## src/rtl/cla_pkg.sv

```systemverilog
package cla_pkg;
  localparam int GRP_W = 4;
  typedef logic [GRP_W-1:0] grp_vec_t;
endpackage

```

## src/rtl/cla_gp_cell.sv

```systemverilog
module cla_gp_cell #(
  parameter int W = 16
) (
  input  logic [W-1:0] a,
  input  logic [W-1:0] b,
  output logic [W-1:0] make_c,
  output logic [W-1:0] pass_c,
  output logic [W-1:0] half_s
);
  // One cell per bit: carry-make, carry-pass and the carry-free half sum.
  for (genvar i = 0; i < W; i++) begin : g_bit
    assign make_c[i] = a[i] & b[i];
    assign pass_c[i] = a[i] | b[i];
    assign half_s[i] = a[i] ^ b[i];
  end
endmodule

```

## src/rtl/cla_group4.sv

```systemverilog
module cla_group4
  import cla_pkg::*;
(
  input  grp_vec_t make_c,
  input  grp_vec_t pass_c,
  input  grp_vec_t half_s,
  input  logic     c_in,
  output grp_vec_t sum,
  output logic     c_out
);
  logic [GRP_W-1:0] c_bit;

  // Each carry is a flat two-level sum of products of make/pass terms
  // and the slice carry-in. Nothing ripples inside the slice.
  assign c_bit[0] = c_in;
  assign c_bit[1] = make_c[0]
                  | (pass_c[0] & c_in);
  assign c_bit[2] = make_c[1]
                  | (pass_c[1] & make_c[0])
                  | (pass_c[1] & pass_c[0] & c_in);
  assign c_bit[3] = make_c[2]
                  | (pass_c[2] & make_c[1])
                  | (pass_c[2] & pass_c[1] & make_c[0])
                  | (pass_c[2] & pass_c[1] & pass_c[0] & c_in);
  assign c_out    = make_c[3]
                  | (pass_c[3] & make_c[2])
                  | (pass_c[3] & pass_c[2] & make_c[1])
                  | (pass_c[3] & pass_c[2] & pass_c[1] & make_c[0])
                  | (pass_c[3] & pass_c[2] & pass_c[1] & pass_c[0] & c_in);

  assign sum = half_s ^ c_bit;
endmodule

```

## src/rtl/cla_adder.sv

```systemverilog
module cla_adder #(
  parameter int N = 16
) (
  input  logic [N-1:0] a_in,
  input  logic [N-1:0] b_in,
  input  logic         carry_in,
  output logic [N-1:0] sum_out,
  output logic         carry_out
);
  localparam int GW   = cla_pkg::GRP_W;
  localparam int NGRP = N / GW;

  if ((N % GW) != 0 || N < GW) begin : g_bad_width
    $error("cla_adder: N must be a positive multiple of four");
  end

  logic [N-1:0]  mk;
  logic [N-1:0]  ps;
  logic [N-1:0]  hs;
  logic [NGRP:0] grp_c;

  cla_gp_cell #(.W(N)) u_gp (
    .a      (a_in),
    .b      (b_in),
    .make_c (mk),
    .pass_c (ps),
    .half_s (hs)
  );

  assign grp_c[0] = carry_in;

  for (genvar k = 0; k < NGRP; k++) begin : g_slice
    cla_group4 u_grp (
      .make_c (mk[GW*k +: GW]),
      .pass_c (ps[GW*k +: GW]),
      .half_s (hs[GW*k +: GW]),
      .c_in   (grp_c[k]),
      .sum    (sum_out[GW*k +: GW]),
      .c_out  (grp_c[k+1])
    );
  end

  assign carry_out = grp_c[NGRP];
endmodule

```

## config.mk

```make
export PLATFORM = sky130hd
export DESIGN_NAME = cla_adder
export DESIGN_NICKNAME = d
export VERILOG_FILES = /design/src/rtl/cla_pkg.sv /design/src/rtl/cla_gp_cell.sv /design/src/rtl/cla_group4.sv /design/src/rtl/cla_adder.sv
export SDC_FILE = /design/constraint.sdc
export NUM_CORES = 1
export LEC_CHECK = 0
export BUFFER_PORTS_ARGS = -buffer_cell sky130_fd_sc_hd__clkbuf_2
export CAP_MARGIN = 15
export CORE_MARGIN = 2
export CORE_UTILIZATION = 30
export DETAILED_ROUTE_END_ITERATION = 7
export GPL_TIMING_DRIVEN = 0
export PLACE_DENSITY = 0.54
export SLEW_MARGIN = 20
export SYNTH_ARGS = -nofsm -noshare
export SYNTH_HDL_FRONTEND = slang
export SYNTH_SLANG_ARGS = --single-unit
export TNS_END_PERCENT = 50
```

## constraint.sdc

```tcl
create_clock -name vclk -period 4.76
set_input_delay 0.476 -clock vclk [all_inputs]
set_output_delay 0.476 -clock vclk [all_outputs]
set_load 0.005 [all_outputs]
```

; ---- Word level (Yosys, flattened, before mapping)
; Index checks and enable logic that the tools add are counted.
[word_totals]
ff_bits = 0
wordCells = 156
[op_classes]
bitwise = 156
[ops]
columns = op, n
row1 = $and 1x1->1, 80
row2 = $or 1x1->1, 56
row3 = $xor 1x1->1, 16
row4 = $xor 4x4->4, 4

; ---- Depth between registers and ports, before layout
; Gate-level depths: netlist (run 1).
[depth]
depth_word = 13
mapped_depth = 9

; ---- Cells and area by module
; From an unflattened synthesis (run 1), not the netlist that was laid out.
[unflattened]
cells_unflattened = 120
area_unflattened_um2 = 930.9
[by_module_without_submodules]
columns = mod, seq_area_each_um2, n_inst, cells_each, area_per_inst_um2
row1 = cla_gp_cell, 0.0, 1, 80, 580.6
row2 = cla_group4, 0.0, 4, 10, 87.6

; ---- Worst setup path after synthesis (run 1)
; OpenSTA, ideal clock, no wires.
[synth_timing]
kind = input -> output
startpoint = input port a_in[9]
endpoint = output port sum_out[12]
path_slack_ns = 2.413
t_arrival_ns = 1.871
stages = 7
required_time_ns = 4.284
cell_sequence = inv_1 > ha_1 > nand2b_1 > a221o_2 > a21boi_1 > nand2_1 > fa_1
[synth_via]
elab_chain_len = 6
word_cells_on_any_way = 11
classes_between = 11 x bitwise
[synth_rtl]
columns = element, line
row1 = "start, declared", cla_adder.sv:4  ; input logic [N-1:0] a_in,
row2 = $and 1x1->1 or $or 1x1->1 (tied branches), "cla_gp_cell.sv:12, cla_gp_cell.sv:13"
row3 = $and 1x1->1 (on tied branches), "cla_group4.sv:27, cla_group4.sv:28, cla_group4.sv:29"
row4 = "$or 1x1->1, or another cell as far along", cla_group4.sv:27  ; | (pass_c[3] & pass_c[2] & make_c[1])
row5 = $or 1x1->1 or $and 1x1->1 (tied branches), "cla_group4.sv:28, cla_group4.sv:29"
row6 = $or 1x1->1 (*), cla_group4.sv:29  ; | (pass_c[3] & pass_c[2] & pass_c[1] & pass_c[0] & c_in);
row7 = $xor 4x4->4 (*), cla_group4.sv:31  ; assign sum = half_s ^ c_bit;
row8 = "end, declared", cla_adder.sv:7  ; output logic [N-1:0] sum_out,
; Every way passes the cells marked *; elsewhere a longest branch is shown, timed or not.

; ---- Final worst setup path (run 1)
[layout_timing]
startpoint = input port a_in[0]
endpoint = output port sum_out[13]
[layout_via]
elab_chain_len = 11
word_cells_on_any_way = 14
classes_between = 14 x bitwise
[layout_rtl]
columns = element, line
row1 = $and 1x1->1 or $or 1x1->1 (tied branches), "cla_gp_cell.sv:12, cla_gp_cell.sv:13"
row2 = $and 1x1->1 (on tied branches), "cla_group4.sv:28, cla_group4.sv:29"
row3 = $or 1x1->1 or $and 1x1->1 (tied branches), "cla_group4.sv:28, cla_group4.sv:29"
row4 = $or 1x1->1 (*), cla_group4.sv:29
row5 = $and 1x1->1 (*), cla_group4.sv:29
row6 = $or 1x1->1 (*), cla_group4.sv:29
row7 = $and 1x1->1 (*), cla_group4.sv:29
row8 = $or 1x1->1 (*), cla_group4.sv:29
row9 = $and 1x1->1 (*), cla_group4.sv:17  ; | (pass_c[0] & c_in);
row10 = $or 1x1->1 (*), cla_group4.sv:17
row11 = $xor 4x4->4 (*), cla_group4.sv:31
; Marks and branches as above.

==> results of run 1 <==
==> through the flow <==
stage               instance area [um^2]  power (mW)  instances  utilization, %  worst slack [ns]
floorplan                           1110      0.0906        139               -              2.41
global placement                    1420       0.150        237            39.4              2.06
detailed placement                  1420       0.150        237            39.4              2.05
CTS                                 1420       0.151        237            39.4              2.06
global route                        1420       0.168        237            39.4              1.93
finish                              1420       0.147        237            39.4              2.08
==> worst max-delay path: cells and delay by family <==
| kind | cells | cell delay (ns) |
|---|---|---|
| xor+xnor | 1 | 0.13 |
| fa+ha+maj | 2 | 0.58 |
| compound gates | 3 | 0.54 |
| buf+inv | 3 | 0.31 |
| simple gates | 2 | 0.16 |
==> cell usage after synthesis, types with 2 or more instances <==
cell	instances	share of area [%]
o2111ai_1	2	1.6
nor3_1	3	1.4
a211o_1	2	1.6
xnor2_1	3	2.4
o21bai_1	3	2.0
xor2_1	8	6.3
fa_1	4	7.2
inv_1	42	14
nand2_1	2	0.68
a31oi_2	2	2.3
nand2b_1	2	1.1
nor2b_1	4	2.3
a21oi_1	5	2.3
nor2_1	3	1.0
ha_1	32	36
==> metal layers <==
| metal | vias to the layer above | GRT usage, % | routed length (um) |
|---|---|---|---|
| li1 | 547 | - | - |
| met1 | 436 | 12.1 | 897 |
| met2 | 28 | 19.6 | 1050 |
| met3 | 0 | 0.347 | 120 |
| met4 | 0 | 0 | 0 |
| met5 | - | 0 | 0 |
==> cell type report <==
| class | count | area, um^2 |
|---|---|---|
| Fill cell | 395 | 2190 |
| Inverter | 43 | 161 |
| Tap cell | 48 | 60.1 |
| Multi-Input combinational cell | 96 | 948 |
| Timing Repair Buffer | 50 | 250 |
==> cells by family after synthesis <==
logic type	Yosys count	share of synthesized area (%)
buffers and inverters	43	14.5
adders and majority gates	36	43.3
AOI/OAI and AO/OA	26	20.2
and+or+nand+nor	23	13.3
xor gates and xnor gates	11	8.68
==> power by group through the flow <==
stage	Combinational, mW	Clock, mW	Sequential, mW
2_1_floorplan	0.0906	0	0
3_3_place_gp	0.150	0	0
3_5_place_dp	0.150	0	0
4_1_cts	0.151	0	0
5_1_grt	0.168	0	0
6_report	0.147	0	0
==> worst paths after layout <==
path / cells past startpoint / end / slack (ns) / from
max: 11 / sum_out[13] / 2.08 / a_in[0]
min: 3 / sum_out[12] / 1.33 / b_in[12]
==> cells in the final DEF, fill, tap and decap left out, types with 2 or more instances in the layout <==
cell	count
a211o_1	2
a21oi_1	5
nor3_1	3
o2111ai_1	2
o21bai_1	3
nor2b_1	4
a31oi_2	2
nand2b_1	2
nand2_1	2
fa_1	4
clkbuf_2	50
ha_1	32
xnor2_1	3
nor2_1	3
inv_1	42
xor2_1	8
==> flow_summary.yaml, run 1 <==
sta:
  max_freq_ghz: 0.374
  whs_ns: 1.33
  slew-limit-headroom_pct: 72.3
  setup_tns_ns: 0
  hold_viol_final: 0
  setup_viol: 0
  rsz0062_at_grt: "no"
  finalCritPeriodShare_pct: 56.2
  drv_slew: 0
  min_period_ns: 2.68
  tightest_slew_ns: 0.412
placement:
  gp_congestion: 0.660
  io_buffers: 50
  dp_hpwl_um: 1990
grt:
  antenna_found_initial: 0
  grt_pass1_vias: 928
  grt_pass1_wl_um: 3530
  grtUsageTotal_pct: 9.77
  overflow: 0
  grt_max_degree: 7
critical_path:
  crit_fanout: 4
  cp.required_ns: 4.28
  crit_chain: "clkbuf_2, inv_1, ha_1, nor2b_4, o21ai_2, a31oi_2, a21oi_1, nand2_1, fa_1, xor2_1, clkbuf_2"
  crit_top_cell: "clkbuf_2"
  path_class: "input pin to primary output"
  end_kind: "primary output"
  slowest_stage: "fa_1"
  start_kind: "input pin"
  critPathMaxStageDelay_ns: 0.38
  critPathArrivalTime_ns: 2.20
power:
  peakVddDrop_mv: 0.0324
  leakage_nw: 0.847
  p_int_mw: 0.0747
  comb_power_share_pct: 100.0
  share_seq_of_total_power_pct: 0
  p_sw_share_pct: 49.3
  p_clk_share_pct: 0
  switchingPower_mw: 0.0726
  power_density_nw_per_um2: 104
detailed_routing:
  ant_nets: 0
  drc: 0
  drt_first_pass_iters: 2
  routed_wl_um: 2070
  wire_per_inst_um: 8.73
  vias_per_cell: 4.27
  drt-initial-drc-count: 16
  vias: 1011
floorplan:
  die_area_um2: 4200
  rows: 22
  core-area_um2: 3610
  start_util_pct: 30.8
  die_h_um: 64.8
  io_pins: 50
  die_w_um: 64.8
layout:
  final.clkbuf_count: 0
  nets: 260
  diodes: 0
  area.growth.synth_to_final_pct: 28.0
  ff_latch_area_um2: 0
  drive_gt1_share_pct: 32.3
  seq_cells: 0
synthesis:
  ys_warn_count: 0
  yosysSeqAreaShare_pct: 0
  synth_nets: 208
  avgSynthCellArea_um2: 7.98
  yosys.cell_types.count: 37
  synth_area_um2: 1110
  syn_inst: 139
run:
  max-cap-violations: 0
clock_network:
  cts_setup_buffers: 0
  cts_hold_buf: 0
  cts_resized: 0
min_path:
  worstHoldPathType: "input pin to primary output"
status:
  outcome: "completed"
(Power assumes the default switching activity.)
==> inputs of run 2 (changes only) <==
PLACE_DENSITY = 0.56   (was 0.54)
clock period = 2.22 ns   (was 4.76 ns; I/O delays follow)
==> flow_summary.yaml, run 2 (synthesis gave the netlist of run 1 again) <==
status:
  outcome: "completed"
grt:
  grt_max_degree: 7
  grt_pass1_vias: 950
  grtUsageTotal_pct: 10.5
  overflow: 0
  antenna_found_initial: 0
  grt_pass1_wl_um: 3790
floorplan:
  io_pins: 50
  rows: 22
  start_util_pct: 30.8
  die_h_um: 64.8
  die_area_um2: 4200
  die_w_um: 64.8
  core-area_um2: 3610
run:
  max-cap-violations: 0
detailed_routing:
  wire_per_inst_um: 8.75
  drc: 0
  ant_nets: 0
  routed_wl_um: 2090
  vias: 1036
  drt-initial-drc-count: 20
  drt_first_pass_iters: 4
  vias_per_cell: 4.33
power:
  leakage_nw: 0.863
  peakVddDrop_mv: 0.0797
  power_density_nw_per_um2: 227
  total_power_mw: 0.341
placement:
  dp_hpwl_um: 1920
  post-place-cells: 237
  dpl_cell_area_um2: 1420
  io_buffers: 50
  gp_congestion: 0.674
critical_path:
  critPathMaxStageDelay_ns: 0.43
  start_kind: "input pin"
  path_class: "input pin to primary output"
  end_kind: "primary output"
  critPathArrivalTime_ns: 1.90
  crit_top_cell: "clkbuf_2"
  startpoint: "a_in[9]"
  cp.required_ns: 2.00
  slowest_stage: "fa_2"
  crit_chain: "clkbuf_2, inv_1, ha_2, nand2b_4, a221o_2, a21boi_2, nand2_2, fa_2, clkbuf_2"
  crit_fanout: 4
layout:
  final.clkbuf_count: 0
  nets: 262
  multi_input_area_um2: 1010
  ff_latch_area_um2: 0
  fin_cells: 239
  area.growth.synth_to_final_pct: 35.7
  layout_commonest_cell: "clkbuf_2"
  diodes: 0
  fillers: 394
  seq_cells: 0
  final_cell_mix: "48 x clkbuf_2, 42 x inv_1, 28 x ha_1"
  drive_gt1_share_pct: 39.8
  fin_area_um2: 1510
min_path:
  whs_endpoint: "sum_out[4]"
  holdCritStartpoint: "b_in[4]"
  holdPathStages: 3
  worstHoldPathType: "input pin to primary output"
sta:
  max_freq_ghz: 0.472
  tightest_slew_ns: 0.354
  drv_slew: 0
  hold_viol_final: 0
  finalCritPeriodShare_pct: 95.4
  min_period_ns: 2.12
  slew-limit-headroom_pct: 76.2
  setup_viol: 0
-- run 2: changes by cell type in the layout (fill, tap and decap cells not counted), moves of 2 or more --
cell,delta
ha_1,-4
a21oi_2,+2
ha_2,+3
clkbuf_2,-2
buf_4,+4
a21oi_1,-2
-- run 2: final cells by class --
class              instances  share of cell area (%)
repair buffers            52                    17.9
inverters                 43                    10.7
multi-input cells         96                    67.4
well taps                 48                    3.99
-- run 2: layer usage --
layer | vias to the layer above | global-route usage, % | wire length, um
met1 | 457 | 13.7 | 970
li1 | 552 | - | -
met5 | - | 0 | 0
met3 | 0 | 0.521 | 93
met2 | 27 | 19.8 | 1030
met4 | 0 | 0 | 0
-- run 2: repair_timing --
item                                    4_1_cts  5_1_grt
gates resized for setup                       0       21
hold buffers                                  0        0
buffers inserted                              0        2
endpoints found under the setup margin        0        4
-- run 2: critical path, delay by kind of cell --
kind | cells | cell delay [ns]
AO/OA/AOI/OAI | 2 | 0.52
AND/OR/NAND/NOR | 2 | 0.26
buffers and inverters | 3 | 0.25
adder cells (fa/ha/maj) | 2 | 0.65
-- run 2: per-stage QoR --
stage / utilization (%) / TNS [ns] / setup slack [ns] / hold slack [ns]
after floorplan: - / 0 / 0.381 / 0.596
final: 41.8 / 0 / 0.103 / 0.812
after CTS: 39.4 / 0 / 0.0207 / 0.826
after global placement: 39.4 / 0 / 0.00734 / 0.825
after global routing: 41.8 / -0.00564 / -0.00564 / 0.851
after detailed placement: 39.4 / 0 / 0.0166 / 0.826
-- run 2: power by group --
| group | internal (mW) | leakage, nW | switching (mW) |
|---|---|---|---|
| Sequential | 0 | 0 | 0 |
| Clock | 0 | 0 | 0 |
| Combinational | 0.176 | 0.863 | 0.166 |
| Total | 0.176 | 0.863 | 0.166 |
-- run 2: worst max-delay path by stage --
| stage | to | cells after the start |
|---|---|---|
| 6_report | sum_out[12] | 9 |
| 4_1_cts | sum_out[13] | 11 |
| 2_1_floorplan | sum_out[12] | 7 |
| 3_3_place_gp | sum_out[13] | 11 |
| 5_1_grt | sum_out[12] | 9 |
| 3_5_place_dp | sum_out[13] | 11 |
==> inputs of run 3 (changes only) <==
GPL_TIMING_DRIVEN = default   (was 0)
REMOVE_ABC_BUFFERS = 1   (was default)
==> flow_summary.yaml, run 3 (synthesis gave the netlist of run 1 again) <==
critical_path:
  path_class: "input pin to primary output"
  crit_chain: "clkbuf_2, inv_1, ha_1, nor3_2, o21ai_2, a31oi_2, a21oi_2, nand2_1, fa_1, clkbuf_2"
  slowest_stage: "fa_1"
  crit_top_cell: "clkbuf_2"
  critPathMaxStageDelay_ns: 0.41
  startpoint: "a_in[2]"
  cp.required_ns: 2.00
  crit_fanout: 4
  start_kind: "input pin"
  end_kind: "primary output"
  critPathArrivalTime_ns: 1.90
detailed_routing:
  drt-initial-drc-count: 23
  wire_per_inst_um: 8.33
  ant_nets: 0
  vias_per_cell: 4.40
  drt_first_pass_iters: 4
  drc: 0
  routed_wl_um: 2000
  vias: 1056
floorplan:
  rows: 22
  start_util_pct: 30.8
  io_pins: 50
  die_w_um: 64.8
  die_h_um: 64.8
  die_area_um2: 4200
  core-area_um2: 3610
layout:
  drive_gt1_share_pct: 34.9
  nets: 263
  diodes: 0
  seq_cells: 0
  final.clkbuf_count: 0
  layout_commonest_cell: "clkbuf_2"
  ff_latch_area_um2: 0
  area.growth.synth_to_final_pct: 31.7
  final_cell_mix: "50 x clkbuf_2, 42 x inv_1, 31 x ha_1"
power:
  leakage_nw: 0.863
  peakVddDrop_mv: 0.0801
  total_power_mw: 0.326
  power_density_nw_per_um2: 223
sta:
  drv_slew: 0
  rsz0062_at_grt: "yes"
  max_freq_ghz: 0.471
  finalCritPeriodShare_pct: 95.7
  tightest_slew_ns: 0.350
  slew-limit-headroom_pct: 76.5
  whs_ns: 0.823
  hold_viol_final: 0
  min_period_ns: 2.13
  setup_viol: 0
  setup_tns_ns: 0
grt:
  grt_max_degree: 6
  overflow: 0
  grt_pass1_vias: 921
  grt_pass1_wl_um: 3490
  grtUsageTotal_pct: 9.67
  antenna_found_initial: 0
status:
  outcome: "completed"
min_path:
  whs_endpoint: "sum_out[12]"
  worstHoldPathType: "input pin to primary output"
  holdPathStages: 3
  holdCritStartpoint: "b_in[12]"
clock_network:
  cts_hold_buf: 0
run:
  max-cap-violations: 0
placement:
  dp_hpwl_um: 1970
  gp_congestion: 0.779
  io_buffers: 50
==> run 3: cell types whose count changed in the layout (fill, tap and decap cells not counted), sizes merged <==
cell and change:
buf -1, inv -1, clkinv +1, clkbuf +2
==> run 3: area by class of cell <==
type | instances | area (um^2)
Tap cell | 48 | 60.1
Multi-Input combinational cell | 96 | 967
Fill cell | 395 | 2140
Inverter | 43 | 161
Timing Repair Buffer | 53 | 273
==> run 3: metal layers <==
| metal | vias to the layer above | track usage (%) | share of wire (%) |
|---|---|---|---|
| met5 | - | 0 | 0 |
| met1 | 475 | 12.0 | 44 |
| met3 | 0 | 0.347 | 5.4 |
| met2 | 27 | 19.3 | 51 |
| li1 | 554 | - | - |
| met4 | 0 | 0 | 0 |
==> run 3: power breakdown <==
group          switching [mW]  internal (mW)  leakage (nW)
registers                   0              0             0
clock network               0              0             0
logic                   0.159          0.167         0.863
total                   0.159          0.167         0.863
==> run 3: stage by stage <==
stage	instance area, um^2	setup WS [ns]	cells	utilization, %
after detailed placement	1440	0.0457	240	40.0
after CTS	1440	0.0427	240	40.0
after global placement	1440	0.0670	240	40.0
final	1460	0.0947	240	40.5
after floorplan	1110	0.381	139	-
after global routing	1460	-0.0522	240	40.5
==> run 3: worst max path at each step <==
stage | endpoint | slack (ns) | depth (start not counted)
floorplan | sum_out[12] | 0.38 | 7
global placement | sum_out[13] | 0.07 | 11
detailed placement | sum_out[13] | 0.05 | 11
CTS | sum_out[13] | 0.04 | 11
global route | sum_out[13] | -0.05 | 10
finish | sum_out[12] | 0.09 | 10
==> run 3: worst max-delay path, delay by kind of cell <==
family                   cells  cell delay (ns)
AND/OR/NAND/NOR              2             0.30
adder cells (fa/ha/maj)      2             0.64
AO/OA/AOI/OAI                3             0.50
buffers and inverters        3             0.25
==> run 3: timing repair <==
| action | 4_1_cts | 5_1_grt |
|---|---|---|
| buffers inserted | 0 | 0 |
| endpoints found under the setup margin | 0 | 3 |
| resized for setup | 0 | 4 |
